## src/rtl/wdt_pkg.sv

```systemverilog
// Shared types and constants for the keyed watchdog.
// Assumes a 32-bit register bus and byte offsets on a small address field.
package wdt_pkg;
    localparam int DATA_W = 32;
    localparam int THR_W  = 22;
    localparam int PAD_W  = DATA_W - THR_W;

    localparam logic [7:0] OFF_COUNT   = 8'h00;
    localparam logic [7:0] OFF_RELOAD  = 8'h04;
    localparam logic [7:0] OFF_RESTART = 8'h08;
    localparam logic [7:0] OFF_CTRL    = 8'h0C;
    localparam logic [7:0] OFF_STATUS  = 8'h10;
    localparam logic [7:0] OFF_CLEAR   = 8'h14;

    localparam logic [15:0] RESTART_KEY = 16'h4755;

    // Control word layout; the threshold sits in the top bits.
    typedef struct packed {
        logic [THR_W-1:0] pre_thr;
        logic [1:0]       spare;
        logic             alt_sel;
        logic [1:0]       scope;
        logic             tick_sel;
        logic             ext_en;
        logic             irq_en;
        logic             rst_en;
        logic             run;
    } ctrl_t;
endpackage

```

## src/rtl/wdt_regfile.sv

```systemverilog
// Register decode: holds reload and control, turns writes into restart and
// clear strobes, and muxes read data. Assumes single-cycle writes on bus_we.
module wdt_regfile
    import wdt_pkg::*;
#(
    parameter int ADDR_W = 5,
    parameter logic [DATA_W-1:0] RST_RELOAD = 32'h00FF_FFFF
) (
    input  logic              clk,
    input  logic              rst_n,
    input  logic [ADDR_W-1:0] bus_addr,
    input  logic              bus_we,
    input  logic [DATA_W-1:0] bus_wdata,
    output logic [DATA_W-1:0] bus_rdata,
    input  logic [DATA_W-1:0] cnt_i,
    input  logic [2:0]        sts_i,
    output logic [DATA_W-1:0] reload_o,
    output logic              run_o,
    output logic              rst_en_o,
    output logic              irq_en_o,
    output logic              ext_en_o,
    output logic              tick_sel_o,
    output logic [1:0]        scope_o,
    output logic              alt_sel_o,
    output logic [THR_W-1:0]  pre_thr_o,
    output logic              restart_o,
    output logic              clr_o
);
    ctrl_t             ctrl_q;
    logic [DATA_W-1:0] reload_q;
    logic              wr_reload, wr_ctrl;

    // Decode write strobes per register.
    always_comb begin
        wr_reload = bus_we && (bus_addr == ADDR_W'(OFF_RELOAD));
        wr_ctrl   = bus_we && (bus_addr == ADDR_W'(OFF_CTRL));
        restart_o = bus_we && (bus_addr == ADDR_W'(OFF_RESTART))
                    && (bus_wdata == {{(DATA_W-16){1'b0}}, RESTART_KEY});
        clr_o     = bus_we && (bus_addr == ADDR_W'(OFF_CLEAR)) && bus_wdata[0];
    end

    // Store reload value and control word.
    always_ff @(posedge clk) begin
        if (!rst_n) begin
            reload_q <= RST_RELOAD;
            ctrl_q   <= '0;
        end else begin
            if (wr_reload) reload_q <= bus_wdata;
            if (wr_ctrl)   ctrl_q   <= ctrl_t'(bus_wdata);
        end
    end

    // Read data multiplexer.
    always_comb begin
        case (bus_addr)
            ADDR_W'(OFF_COUNT):  bus_rdata = cnt_i;
            ADDR_W'(OFF_RELOAD): bus_rdata = reload_q;
            ADDR_W'(OFF_CTRL):   bus_rdata = ctrl_q;
            ADDR_W'(OFF_STATUS): bus_rdata = {{(DATA_W-3){1'b0}}, sts_i};
            default:             bus_rdata = '0;
        endcase
    end

    // Break the control word out into named fields.
    always_comb begin
        reload_o   = reload_q;
        run_o      = ctrl_q.run;
        rst_en_o   = ctrl_q.rst_en;
        irq_en_o   = ctrl_q.irq_en;
        ext_en_o   = ctrl_q.ext_en;
        tick_sel_o = ctrl_q.tick_sel;
        scope_o    = ctrl_q.scope;
        alt_sel_o  = ctrl_q.alt_sel;
        pre_thr_o  = ctrl_q.pre_thr;
    end

    AST_RELOAD_HOLD: assert property (@(posedge clk) disable iff (!rst_n)
        !(bus_we && bus_addr == ADDR_W'(OFF_RELOAD)) |=> $stable(reload_o));
endmodule

```

## src/rtl/wdt_countdown.sv

```systemverilog
// 32-bit down counter with keyed reload, hold, expiry and threshold detection.
// Assumes restart_i is a single-cycle strobe; restart beats a step.
module wdt_countdown
    import wdt_pkg::*;
#(
    parameter logic [DATA_W-1:0] RST_RELOAD = 32'h00FF_FFFF
) (
    input  logic              clk,
    input  logic              rst_n,
    input  logic              tick_i,
    input  logic              run_i,
    input  logic              tick_sel_i,
    input  logic              restart_i,
    input  logic [DATA_W-1:0] reload_i,
    input  logic [THR_W-1:0]  pre_thr_i,
    output logic [DATA_W-1:0] cnt_o,
    output logic              expire_o,
    output logic              pre_hit_o
);
    logic [DATA_W-1:0] cnt_q, cnt_dec;
    logic              step, at_zero;

    // Work out whether this edge steps, expires or lands on the threshold.
    always_comb begin
        step      = run_i && (!tick_sel_i || tick_i);
        at_zero   = (cnt_q == '0);
        cnt_dec   = cnt_q - 1'b1;
        expire_o  = step && !restart_i && at_zero;
        pre_hit_o = step && !restart_i && !at_zero
                    && (cnt_dec == {{PAD_W{1'b0}}, pre_thr_i});
    end

    // Count register: restart, then step or wrap to reload.
    always_ff @(posedge clk) begin
        if (!rst_n)         cnt_q <= RST_RELOAD;
        else if (restart_i) cnt_q <= reload_i;
        else if (step)      cnt_q <= at_zero ? reload_i : cnt_dec;
    end

    assign cnt_o = cnt_q;

    AST_KEY_RELOAD: assert property (@(posedge clk) disable iff (!rst_n)
        restart_i |=> cnt_q == $past(reload_i));
    AST_HOLD_OFF: assert property (@(posedge clk) disable iff (!rst_n)
        (!run_i && !restart_i) |=> $stable(cnt_q));
    AST_WRAP_RELOAD: assert property (@(posedge clk) disable iff (!rst_n)
        expire_o |=> cnt_q == $past(reload_i));
endmodule

```

## src/rtl/wdt_status.sv

```systemverilog
// Sticky status flags and registered expiry pulses.
// Assumes expire_i and pre_hit_i are single-cycle events; a new event beats
// a clear in the same cycle.
module wdt_status (
    input  logic       clk,
    input  logic       rst_n,
    input  logic       expire_i,
    input  logic       pre_hit_i,
    input  logic       clr_i,
    input  logic       rst_en_i,
    input  logic       ext_en_i,
    input  logic       irq_en_i,
    input  logic       alt_sel_i,
    output logic [2:0] sts_o,
    output logic       rst_req_o,
    output logic       ext_sig_o
);
    logic [2:0] sts_q;
    logic       rst_req_q, ext_q;

    // Sticky flags: bit0 timeout, bit1 alternate boot, bit2 pretimeout.
    always_ff @(posedge clk) begin
        if (!rst_n) begin
            sts_q <= '0;
        end else begin
            if (clr_i) sts_q <= '0;
            if (expire_i) begin
                sts_q[0] <= 1'b1;
                if (alt_sel_i) sts_q[1] <= 1'b1;
            end
            if (pre_hit_i && irq_en_i) sts_q[2] <= 1'b1;
        end
    end

    // One-cycle reset request and external pulse after expiry.
    always_ff @(posedge clk) begin
        if (!rst_n) begin
            rst_req_q <= 1'b0;
            ext_q     <= 1'b0;
        end else begin
            rst_req_q <= expire_i && rst_en_i;
            ext_q     <= expire_i && ext_en_i;
        end
    end

    assign sts_o     = sts_q;
    assign rst_req_o = rst_req_q;
    assign ext_sig_o = ext_q;

    AST_RST_GATED: assert property (@(posedge clk) disable iff (!rst_n)
        rst_req_o |-> $past(rst_en_i));
    AST_IRQ_STICKY: assert property (@(posedge clk) disable iff (!rst_n)
        (sts_q[2] && !clr_i) |=> sts_q[2]);
    AST_ALT_NEEDS_SEL: assert property (@(posedge clk) disable iff (!rst_n)
        (!sts_q[1] && !(expire_i && alt_sel_i)) |=> !sts_q[1]);
    AST_CLEAR_ALL: assert property (@(posedge clk) disable iff (!rst_n)
        (clr_i && !expire_i && !pre_hit_i) |=> sts_q == 3'b000);
endmodule

```

## src/rtl/keyed_wdt.sv

```systemverilog
// Top of the keyed-restart watchdog: register file, down counter and
// status block. Assumes one clock domain; tick_i is synchronous to clk.
module keyed_wdt
    import wdt_pkg::*;
#(
    parameter int ADDR_W = 5,
    parameter logic [31:0] RST_RELOAD = 32'h00FF_FFFF
) (
    input  logic              clk,
    input  logic              rst_n,
    input  logic              tick_i,
    input  logic [ADDR_W-1:0] bus_addr,
    input  logic              bus_we,
    input  logic [31:0]       bus_wdata,
    output logic [31:0]       bus_rdata,
    output logic              rst_req_o,
    output logic [1:0]        rst_scope_o,
    output logic              ext_sig_o,
    output logic              irq_o,
    output logic              alt_boot_o
);
    logic [DATA_W-1:0] cnt, reload;
    logic [2:0]        sts;
    logic              run, rst_en, irq_en, ext_en, tick_sel, alt_sel;
    logic [1:0]        scope;
    logic [THR_W-1:0]  pre_thr;
    logic              restart, clr, expire, pre_hit;

    wdt_regfile #(.ADDR_W(ADDR_W), .RST_RELOAD(RST_RELOAD)) regs_i (
        .clk(clk), .rst_n(rst_n),
        .bus_addr(bus_addr), .bus_we(bus_we), .bus_wdata(bus_wdata),
        .bus_rdata(bus_rdata), .cnt_i(cnt), .sts_i(sts),
        .reload_o(reload), .run_o(run), .rst_en_o(rst_en), .irq_en_o(irq_en),
        .ext_en_o(ext_en), .tick_sel_o(tick_sel), .scope_o(scope),
        .alt_sel_o(alt_sel), .pre_thr_o(pre_thr),
        .restart_o(restart), .clr_o(clr)
    );

    wdt_countdown #(.RST_RELOAD(RST_RELOAD)) cnt_i (
        .clk(clk), .rst_n(rst_n), .tick_i(tick_i),
        .run_i(run), .tick_sel_i(tick_sel), .restart_i(restart),
        .reload_i(reload), .pre_thr_i(pre_thr),
        .cnt_o(cnt), .expire_o(expire), .pre_hit_o(pre_hit)
    );

    wdt_status sts_i (
        .clk(clk), .rst_n(rst_n),
        .expire_i(expire), .pre_hit_i(pre_hit), .clr_i(clr),
        .rst_en_i(rst_en), .ext_en_i(ext_en), .irq_en_i(irq_en),
        .alt_sel_i(alt_sel),
        .sts_o(sts), .rst_req_o(rst_req_o), .ext_sig_o(ext_sig_o)
    );

    // Drive the remaining outputs from control and status.
    always_comb begin
        rst_scope_o = scope;
        irq_o       = sts[2];
        alt_boot_o  = sts[1];
    end

    AST_SCOPE_TRACKS: assert property (@(posedge clk) disable iff (!rst_n)
        $stable(rst_scope_o) || $past(bus_we));
endmodule

```

## config.mk

```make
export PLATFORM = sky130hd
export DESIGN_NAME = keyed_wdt
export DESIGN_NICKNAME = d
export VERILOG_FILES = /design/src/rtl/wdt_pkg.sv /design/src/rtl/wdt_regfile.sv /design/src/rtl/wdt_countdown.sv /design/src/rtl/wdt_status.sv /design/src/rtl/keyed_wdt.sv
export SDC_FILE = /design/constraint.sdc
export NUM_CORES = 1
export LEC_CHECK = 0
export BUFFER_PORTS_ARGS = -buffer_cell sky130_fd_sc_hd__buf_4
export CAP_MARGIN = 40
export CORE_MARGIN = 3
export CORE_UTILIZATION = 50
export DETAILED_ROUTE_END_ITERATION = 7
export PLACE_DENSITY = 0.73
export SYNTH_ARGS = -nofsm -noshare
export SYNTH_HDL_FRONTEND = slang
export SYNTH_SLANG_ARGS = --single-unit
export TNS_END_PERCENT = 1
```

## constraint.sdc

```tcl
create_clock -name clk -period 3.15 [get_ports clk]
set_clock_uncertainty 0.05 [all_clocks]
set_input_delay 0 -clock clk [delete_from_list [all_inputs] [get_ports clk]]
set_output_delay 0 -clock clk [all_outputs]
set_load 0.05 [all_outputs]
```

=== Yosys cells after proc, flatten, opt, wreduce, memory -nomap -nowiden ===
Cells that the tools add are included.

* Input port bits: 41
* Word-level logic and storage cells: 55
* Register bits after elaboration: 101
* Output and inout bits: 38

* Reduce and logical (&&, ||, !) cells: 23
* Multiplexer cells: 8
* Add/subtract/negate cells: 1
* Equal/unequal tests: 7

{| class="wikitable"
|+ Operator list
! kind !! number
|-
| $pmux W32 S4 || 1
|-
| $mux W32 || 3
|-
| $eq A32 B15 Y1 const B || 1
|-
| $eq A32 B22 Y1 || 1
|-
| $logic_not A32 Y1 || 1
|-
| $sub A32 B1 Y32 const B || 1
|-
| $logic_and A1 B1 Y1 || 14
|-
| $eq A5 B4 Y1 const B || 2
|-
| $eq A5 B5 Y1 const B || 2
|-
| $reduce_bool A2 Y1 || 3
|-
| $eq A5 B3 Y1 const B || 1
|-
| $logic_not A5 Y1 || 1
|-
| $logic_not A1 Y1 || 3
|-
| $mux W3 || 1
|-
| $mux W1 || 2
|-
| $mux W2 || 1
|-
| $logic_or A1 B1 Y1 || 1
|}

=== Depth between registers and ports, before layout ===
Gate-level depths: netlist of the first run.

* Word-level depth: 9
* Depth in mapped cells: 12
* Gate-level depth less buffers: 9

=== Cells and area by module ===
Synthesis of the first run repeated with hierarchy kept, for this count alone.

* Cell total of the unflattened synthesis: 818
* Area total of the unflattened synthesis: 6,522.5 um2

{| class="wikitable"
|+ By module, submodules not included
! module !! area each (um2) !! seq. area each (um2) !! instances !! cells each
|-
| wdt_regfile || 3,589.7 || 1,281.2 || 1 || 406
|-
| wdt_countdown || 2,771.4 || 640.6 || 1 || 397
|-
| wdt_status || 161.4 || 100.1 || 1 || 15
|}

=== Least setup slack after synthesis of the first run ===
Ideal clock, no wire load.

* Kind: register to register
* Start: reg cnt_i.cnt_q[0] (netlist: cnt_i.cnt_o[0])
* End: reg sts_i.sts_q[2] (netlist: sts_i.sts_o[2])
* Cell stages (with the launch flop): 11
* Arrival time: 2.879 ns
* Setup time: 0.084 ns
* Required time: 3.016 ns
* Clock period less this slack: 3.013 ns
* Path buffers: 1
* Setup slack: 0.137 ns
* Cell sequence: dfxtp_1 -> buf_6 -> inv_1 -> ha_1 -> or3b_2 -> nor3_1 -> nand2_1 -> xnor2_1 -> or4_1 -> or4_1 -> o31ai_2

* Longest elaborated chain between the ends: 6
* Elaborated cells between the ends (all ways): 9
* Classes of those cells: add/sub: 1; eq/ne: 1; mux: 1; reduce/logical: 6

{| class="wikitable"
|+ RTL lines
! element !! line !! RTL
|-
| start: declaration || wdt_countdown.sv:20 || <nowiki>logic [DATA_W-1:0] cnt_q, cnt_dec;</nowiki>
|-
| start signal: assignment || wdt_countdown.sv:36 || <nowiki>else if (restart_i) cnt_q <= reload_i;</nowiki>
|-
| start signal: assignment || wdt_countdown.sv:37 || <nowiki>else if (step) cnt_q <= at_zero ? reload_i : cnt_dec;</nowiki>
|-
| branches (longest 3 deep; another with $sub A32 B1 Y32) || - ||
|-
| $logic_and A1 B1 Y1 * || wdt_countdown.sv:30 || <nowiki>&& (cnt_dec == {{PAD_W{1'b0}}, pre_thr_i});</nowiki>
|-
| $logic_and A1 B1 Y1 * || wdt_status.sv:31 || <nowiki>if (pre_hit_i && irq_en_i) sts_q[2] <= 1'b1;</nowiki>
|-
| $mux W1 or $reduce_bool A2 Y1 (tied branches) || - ||
|-
| end signal: assignment || wdt_status.sv:24 || <nowiki>sts_q <= '0;</nowiki>
|-
| end signal: assignment || wdt_status.sv:26 || <nowiki>if (clr_i) sts_q <= '0;</nowiki>
|-
| end signal: assignment || wdt_status.sv:31 ||
|-
| end: declaration || wdt_status.sv:18 || <nowiki>logic [2:0] sts_q;</nowiki>
|}

Every way passes the cells marked *.
A chain may end at the register's enable or synchronous reset.

=== Final worst setup path of the first run ===
* Start: reg cnt_i.cnt_q[1] (netlist: cnt_i.cnt_o[1])
* End: reg sts_i.sts_q[2] (netlist: sts_i.sts_o[2])

The elaborated chain is that of the path after synthesis.

==> results.cfg, run 1 <==
[floorplanning]
start_util_pct = 51.9
dieArea_sq_mm = 0.0133
pin_count = 79
coreArea_sq_mm = 0.0116
die_h_microns = 116
std_cell_rows = 39
fp.dieW_microns = 116

[synthesis]
synth_edf_count = 0
postSynthAreaPerCell_sq_um = 7.41
synth-warning-count = 0
ys.flop_type = dfxtp_1
synthArstFlopShare_pct = 0
synthCells = 809
syn_area_sq_mm = 0.00600
ys_types = 55
yosys_register_bits = 101
ys_seq_area_share_pct = 33.7
syn_nets = 852

[clock_tree]
cts_setup_buffers = 0
htree_num_levels = 3
cts_buffers = 9
clk_pin_slew_worst_paths_ps = 80
cts_buffer_depth = 2
clock_sinks = 101
cts_tree = yes
hold_buffers = 32
ctsResizeCount = 0
cts_root_buf = clkbuf_16
insertion_delay_ps = 360

[grt]
grt_pass1_vias = 6388
grt_pass1_wl_microns = 36000
grt_max_degree = 55
grt.overflow.total = 0
antenna_found_initial = 0
grt_usage_pct = 35.1

[finish]
seqCellArea_sq_mm = 0.00202
mostFrequentLayoutCell = nand2_1
fillers = 1028
nets = 951
multi_input_area_sq_mm = 0.00364
drive_gt1_share_pct = 18.2
final_cell_mix = nand2_1 (169), buf_4 (130), dfxtp_1 (101)
syn2layout_area_growth_pct = 25.2
antennaDiodeCount = 0

[route]
drt_iter0_drc = 945
drc = 0
wl_microns = 23300
antenna_left = 0
dr.pass1.iters = 5
via_per_inst = 6.42
vias = 6779
wire_per_inst_microns = 22.1

[sta]
setup-violations-final = 0
tightest_slew_ps = 921
tns_ps = 0
holdWs_ps = 172
rsz0062_at_grt = false
hold_violations = 0
period_share_pct = 94.5
maxSlewViolCount = 0
slew-limit-headroom_pct = 38.6
finalWorstPathRequiredPeriod_ps = 2980
fmax_mhz = 336

[placement]
port_buffers = 78
gp_congestion = 0.987
dpl.hpwl_microns = 16200

[setup_path]
endpoint_kind = flip-flop
crit_type = reg -> reg
cp_data_required_time_ps = 3380
crit_fanout = 5
worst_ep_arrival_time_ps = 3200
r2r_cells = 9
cp-start-kind = flip-flop

[power]
p_per_area_mw_per_mm2 = 350
max-vdd-ir-drop_mv = 0.334
p_leak_nw = 2.89
power_mw = 2.63

[job]
maxCapViolCount = 0

[worst_hold_path]
hold_path.class = in -> reg
whs_path_depth = 4

[run_status]
status = finished clean
-- layer usage --
layer	GRT usage, %	up-vias	wire length [microns]	part of all wire (%)
li1	-	3092	-	-
met2	53.9	425	10600	45
met1	49.5	3215	9810	42
met3	6.68	47	2300	9.9
met4	12.0	0	631	2.7
met5	0	-	0	0
-- area by class of cell --
| class | count | share of cell area [%] |
|---|---|---|
| Inverter | 7 | 0.350 |
| Clock buffer | 10 | 3.05 |
| Timing Repair Buffer | 165 | 18.1 |
| Clock inverter | 6 | 0.717 |
| Sequential cell | 101 | 26.9 |
| Tap cell | 143 | 2.38 |
| Multi-Input combinational cell | 624 | 48.5 |
-- final timing paths --
check	start	endpoint	slack (ps)
max	cnt_i.cnt_o[1]$_SDFFE_PN1P_	sts_i.sts_o[2]$_SDFFE_PN0P_	170
max reg2reg	cnt_i.cnt_o[1]$_SDFFE_PN1P_	sts_i.sts_o[2]$_SDFFE_PN0P_	170
min reg2reg	regs_i.ctrl_q[8]$_SDFFE_PN0P_	regs_i.ctrl_q[8]$_SDFFE_PN0P_	420
min	bus_addr[4]	sts_i.sts_o[0]$_SDFFE_PN0P_	170
-- cell families (layout without fill, tap and decap cells) --
family          after synthesis  count (layout)  synth area share [%]
mux                           9               9                  1.65
buf+inv                      84             188                  5.84
simple gates                352             352                  28.3
flops                       101             101                  33.7
fa+ha+maj                     2               2                 0.417
xor+xnor                     35              35                  5.11
compound gates              226             226                  25.0
-- worst max-delay path, stage by stage, from the launching register on --
cell and delay (ps):
dfxtp_1 350, inv_1 110, ha_1 170, or3b_2 510, nor3_1 270, nand2_1 130, xnor2_1 140, or4_1 450
or4_1 540, o31ai_2 180
-- where the power goes --
part,total [mW],switching (mW),internal (mW),leakage [nW]
logic,0.249,0.146,0.103,1.94
clock network,1.09,0.536,0.551,0.136
registers,1.29,0.0102,1.28,0.816
total,2.63,0.693,1.94,2.89
-- registers in the layout, summed over array words and instances, names as in the netlist --
signal / cells
regs_i.alt_sel_o: 1
regs_i.irq_en_o: 1
sts_i.ext_sig_o: 1
regs_i.rst_en_o: 1
regs_i.scope_o: 2
regs_i.ctrl_q: 2
regs_i.tick_sel_o: 1
sts_i.rst_req_o: 1
regs_i.run_o: 1
sts_i.sts_o: 3
regs_i.reload_o: 32
cnt_i.cnt_o: 32
regs_i.pre_thr_o: 22
regs_i.ext_en_o: 1
-- stage by stage --
| stage | worst slack, ps | cells | area (sq um) | util, % |
|---|---|---|---|---|
| 2_1_floorplan | 137 | 809 | 6000 | - |
| 3_3_place_gp | 239 | 1008 | 6910 | 59.7 |
| 3_5_place_dp | 178 | 1008 | 6910 | 59.7 |
| 4_1_cts | 166 | 1056 | 7510 | 64.9 |
| 5_1_grt | 6.67 | 1056 | 7510 | 64.9 |
| 6_report | 172 | 1056 | 7510 | 64.9 |
-- synth_stat cells, types with 11 or more instances --
cell type	count	area, sq um
nand2_1	169	634
dfxtp_1	101	2020
a21oi_1	79	395
clkbuf_1	66	248
a22o_1	61	534
nand3_1	43	215
nor2_1	39	146
o21ai_0	31	155
xnor2_1	21	184
o21a_1	18	135
nor3_1	16	80.1
and3_1	15	93.8
nor4_1	14	87.6
xor2_1	14	123
nand4_1	11	68.8
o22ai_1	11	68.8
No activity file was read; power rests on OpenSTA's default activity.
==> run 2, diff against run 1 <==
--- a/config.mk
+++ b/config.mk
@@ -7,10 +7,12 @@
 export LEC_CHECK = 0
 export BUFFER_PORTS_ARGS = -buffer_cell sky130_fd_sc_hd__buf_4
 export CAP_MARGIN = 40
-export CORE_MARGIN = 3
-export CORE_UTILIZATION = 50
+export CELL_PAD_IN_SITES_DETAIL_PLACEMENT = 0
+export CELL_PAD_IN_SITES_GLOBAL_PLACEMENT = 2
+export CORE_ASPECT_RATIO = 0.75
+export CORE_UTILIZATION = 30
 export DETAILED_ROUTE_END_ITERATION = 7
-export PLACE_DENSITY = 0.73
+export PLACE_DENSITY_LB_ADDON = 0.1
 export SYNTH_ARGS = -nofsm -noshare
 export SYNTH_HDL_FRONTEND = slang
 export SYNTH_SLANG_ARGS = --single-unit
==> run 2 against run 1 <==
Compared with the run above:
- the run now ends with DRC left
- register-to-register slack gained 40 ps
- clock power up 21%
- final area increased by 3.7%
- sequential power barely moved
==> results.cfg, run 2 (same netlist as run 1, synthesis figures left out) <==
[grt]
grt_usage_pct = 26.0
grt_max_degree = 55
grt.overflow.total = 0
grt_pass1_wl_microns = 39800
antenna_found_initial = 0
grt_pass1_vias = 6291

[clock_tree]
cts_setup_buffers = 0
cts_tree = yes
cts_buffers = 9
htree_num_levels = 3
cts_buffer_depth = 2
clk_pin_slew_worst_paths_ps = 70
clock_sinks = 101
insertion_delay_ps = 360
cts_root_buf = clkbuf_16

[floorplanning]
coreArea_sq_mm = 0.0195
std_cell_rows = 44
start_util_pct = 30.8
fp.dieW_microns = 165
die_h_microns = 124
dieArea_sq_mm = 0.0206
pin_count = 79

[setup_path]
cp_data_required_time_ps = 3380
crit_chain = inv_1, ha_1, or3b_2, buf_4, or4_2, xnor2_1, o211a_1, o21ai_0, nand4_1, o31ai_2
critical_path.top_delay_family = simple AND/OR/NAND/NOR gates
cp-start-kind = flip-flop
cpPeakStageDelay_ps = 590
endpoint_kind = flip-flop
worst_ep_arrival_time_ps = 3160
crit_type = reg -> reg
path_buf_inv = 2
cpMaxStageDelayCell = or4_2
crit_fanout = 5

[sta]
hold_violations = 0
period_share_pct = 93.2
fmax_mhz = 341
slew-limit-headroom_pct = 45.4
maxSlewViolCount = 0
rsz0062_at_grt = false
fin_ws_ps = 215
tns_ps = 0
finalWorstPathRequiredPeriod_ps = 2930
tightest_slew_ps = 819
setup-violations-final = 0

[route]
antenna_left = 0
wire_per_inst_microns = 22.2
vias = 6525
drt_iter0_drc = 491
drc = 12
dr.pass1.iters = 7
via_per_inst = 5.54
wl_microns = 26100

[finish]
nets = 964
drive_gt1_share_pct = 19.6
mostFrequentLayoutCell = nand2_1
final_cell_mix = nand2_1 (169), buf_4 (145), dfxtp_1 (100)
antennaDiodeCount = 0
syn2layout_area_growth_pct = 29.8

[placement]
port_buffers = 78
pre_cts_ws_ps = 153
dpl.hpwl_microns = 19000
gp_congestion = 0.872

[run_status]
status = complete, but fails checks
violations = DRC

[power]
max-vdd-ir-drop_mv = 0.272
p_leak_nw = 2.97
p_per_area_mw_per_mm2 = 368

[job]
maxCapViolCount = 0

[worst_hold_path]
hold_path.class = in -> reg
==> run 2: changes by cell type in the layout (fill, tap and decap cells not counted), sizes merged <==
cell      before  now
inv           10    8
clkinv         2    1
bufinv         0    3
buf          133  146
clkbuf        10    9
clkinvlp       1    0
==> run 2: power by group <==
part / internal (mW) / leakage (nW) / switching, mW
sequential: 1.28 / 0.816 / 0.0105
clock: 0.776 / 0.163 / 0.541
combinational: 0.103 / 1.99 / 0.150
==> run 2: final timing paths <==
path | start | endpoint | slack [ps] | cells after the start
hold reg to reg | regs_i.ctrl_q[9]$_SDFFE_PN0P_ | regs_i.ctrl_q[9]$_SDFFE_PN0P_ | 410 | 2
hold / removal | bus_addr[4] | sts_i.sts_o[0]$_SDFFE_PN0P_ | 60 | 4
setup reg to reg | cnt_i.cnt_o[1]$_SDFFE_PN1P_ | sts_i.sts_o[2]$_SDFFE_PN0P_ | 220 | 10
setup / recovery | cnt_i.cnt_o[1]$_SDFFE_PN1P_ | sts_i.sts_o[2]$_SDFFE_PN0P_ | 220 | 10
==> run 2: what timing repair did <==
action | CTS | global route
hold endpoints to repair | 64 | 0
endpoints found under the setup margin | 0 | 1
gates resized for setup | 0 | 3
hold buffers | 32 | 0
==> run 2: layout make-up <==
type | instances | area (sq um)
Inverter | 7 | 26.3
Clock buffer | 9 | 225
Multi-Input combinational cell | 624 | 3650
Tap cell | 253 | 317
Sequential cell | 101 | 2020
Fill cell | 2094 | 11700
Timing Repair Buffer | 178 | 1430
Clock inverter | 5 | 110
==> run 2: per-layer routing <==
layer / share of wire (%) / GRT usage [%]
met1: 51 / 39.7
met2: 43 / 38.6
met3: 4.5 / 2.96
met4: 1.0 / 4.91
met5: 0 / 0
==> run 2: worst min-delay path: stages <==
cell and delay [ps]:
buf_4 130, nand3_1 130, a21oi_1 90, nor2_1 80
==> run 2: per-stage QoR <==
step / cells / util (%) / power [mW] / hold WS, ps / instance area [sq um]
6_report: 1177 / 39.9 / 2.86 / 60.5 / 7780
5_1_grt: 1177 / 39.9 / 2.95 / 90.3 / 7780
4_1_cts: 1177 / 39.9 / 2.88 / 46.5 / 7770
3_5_place_dp: 1131 / 36.5 / 1.54 / 188 / 7120
3_3_place_gp: 1131 / 36.5 / 1.54 / 182 / 7120
2_1_floorplan: 809 / - / 1.43 / 74.0 / 6000
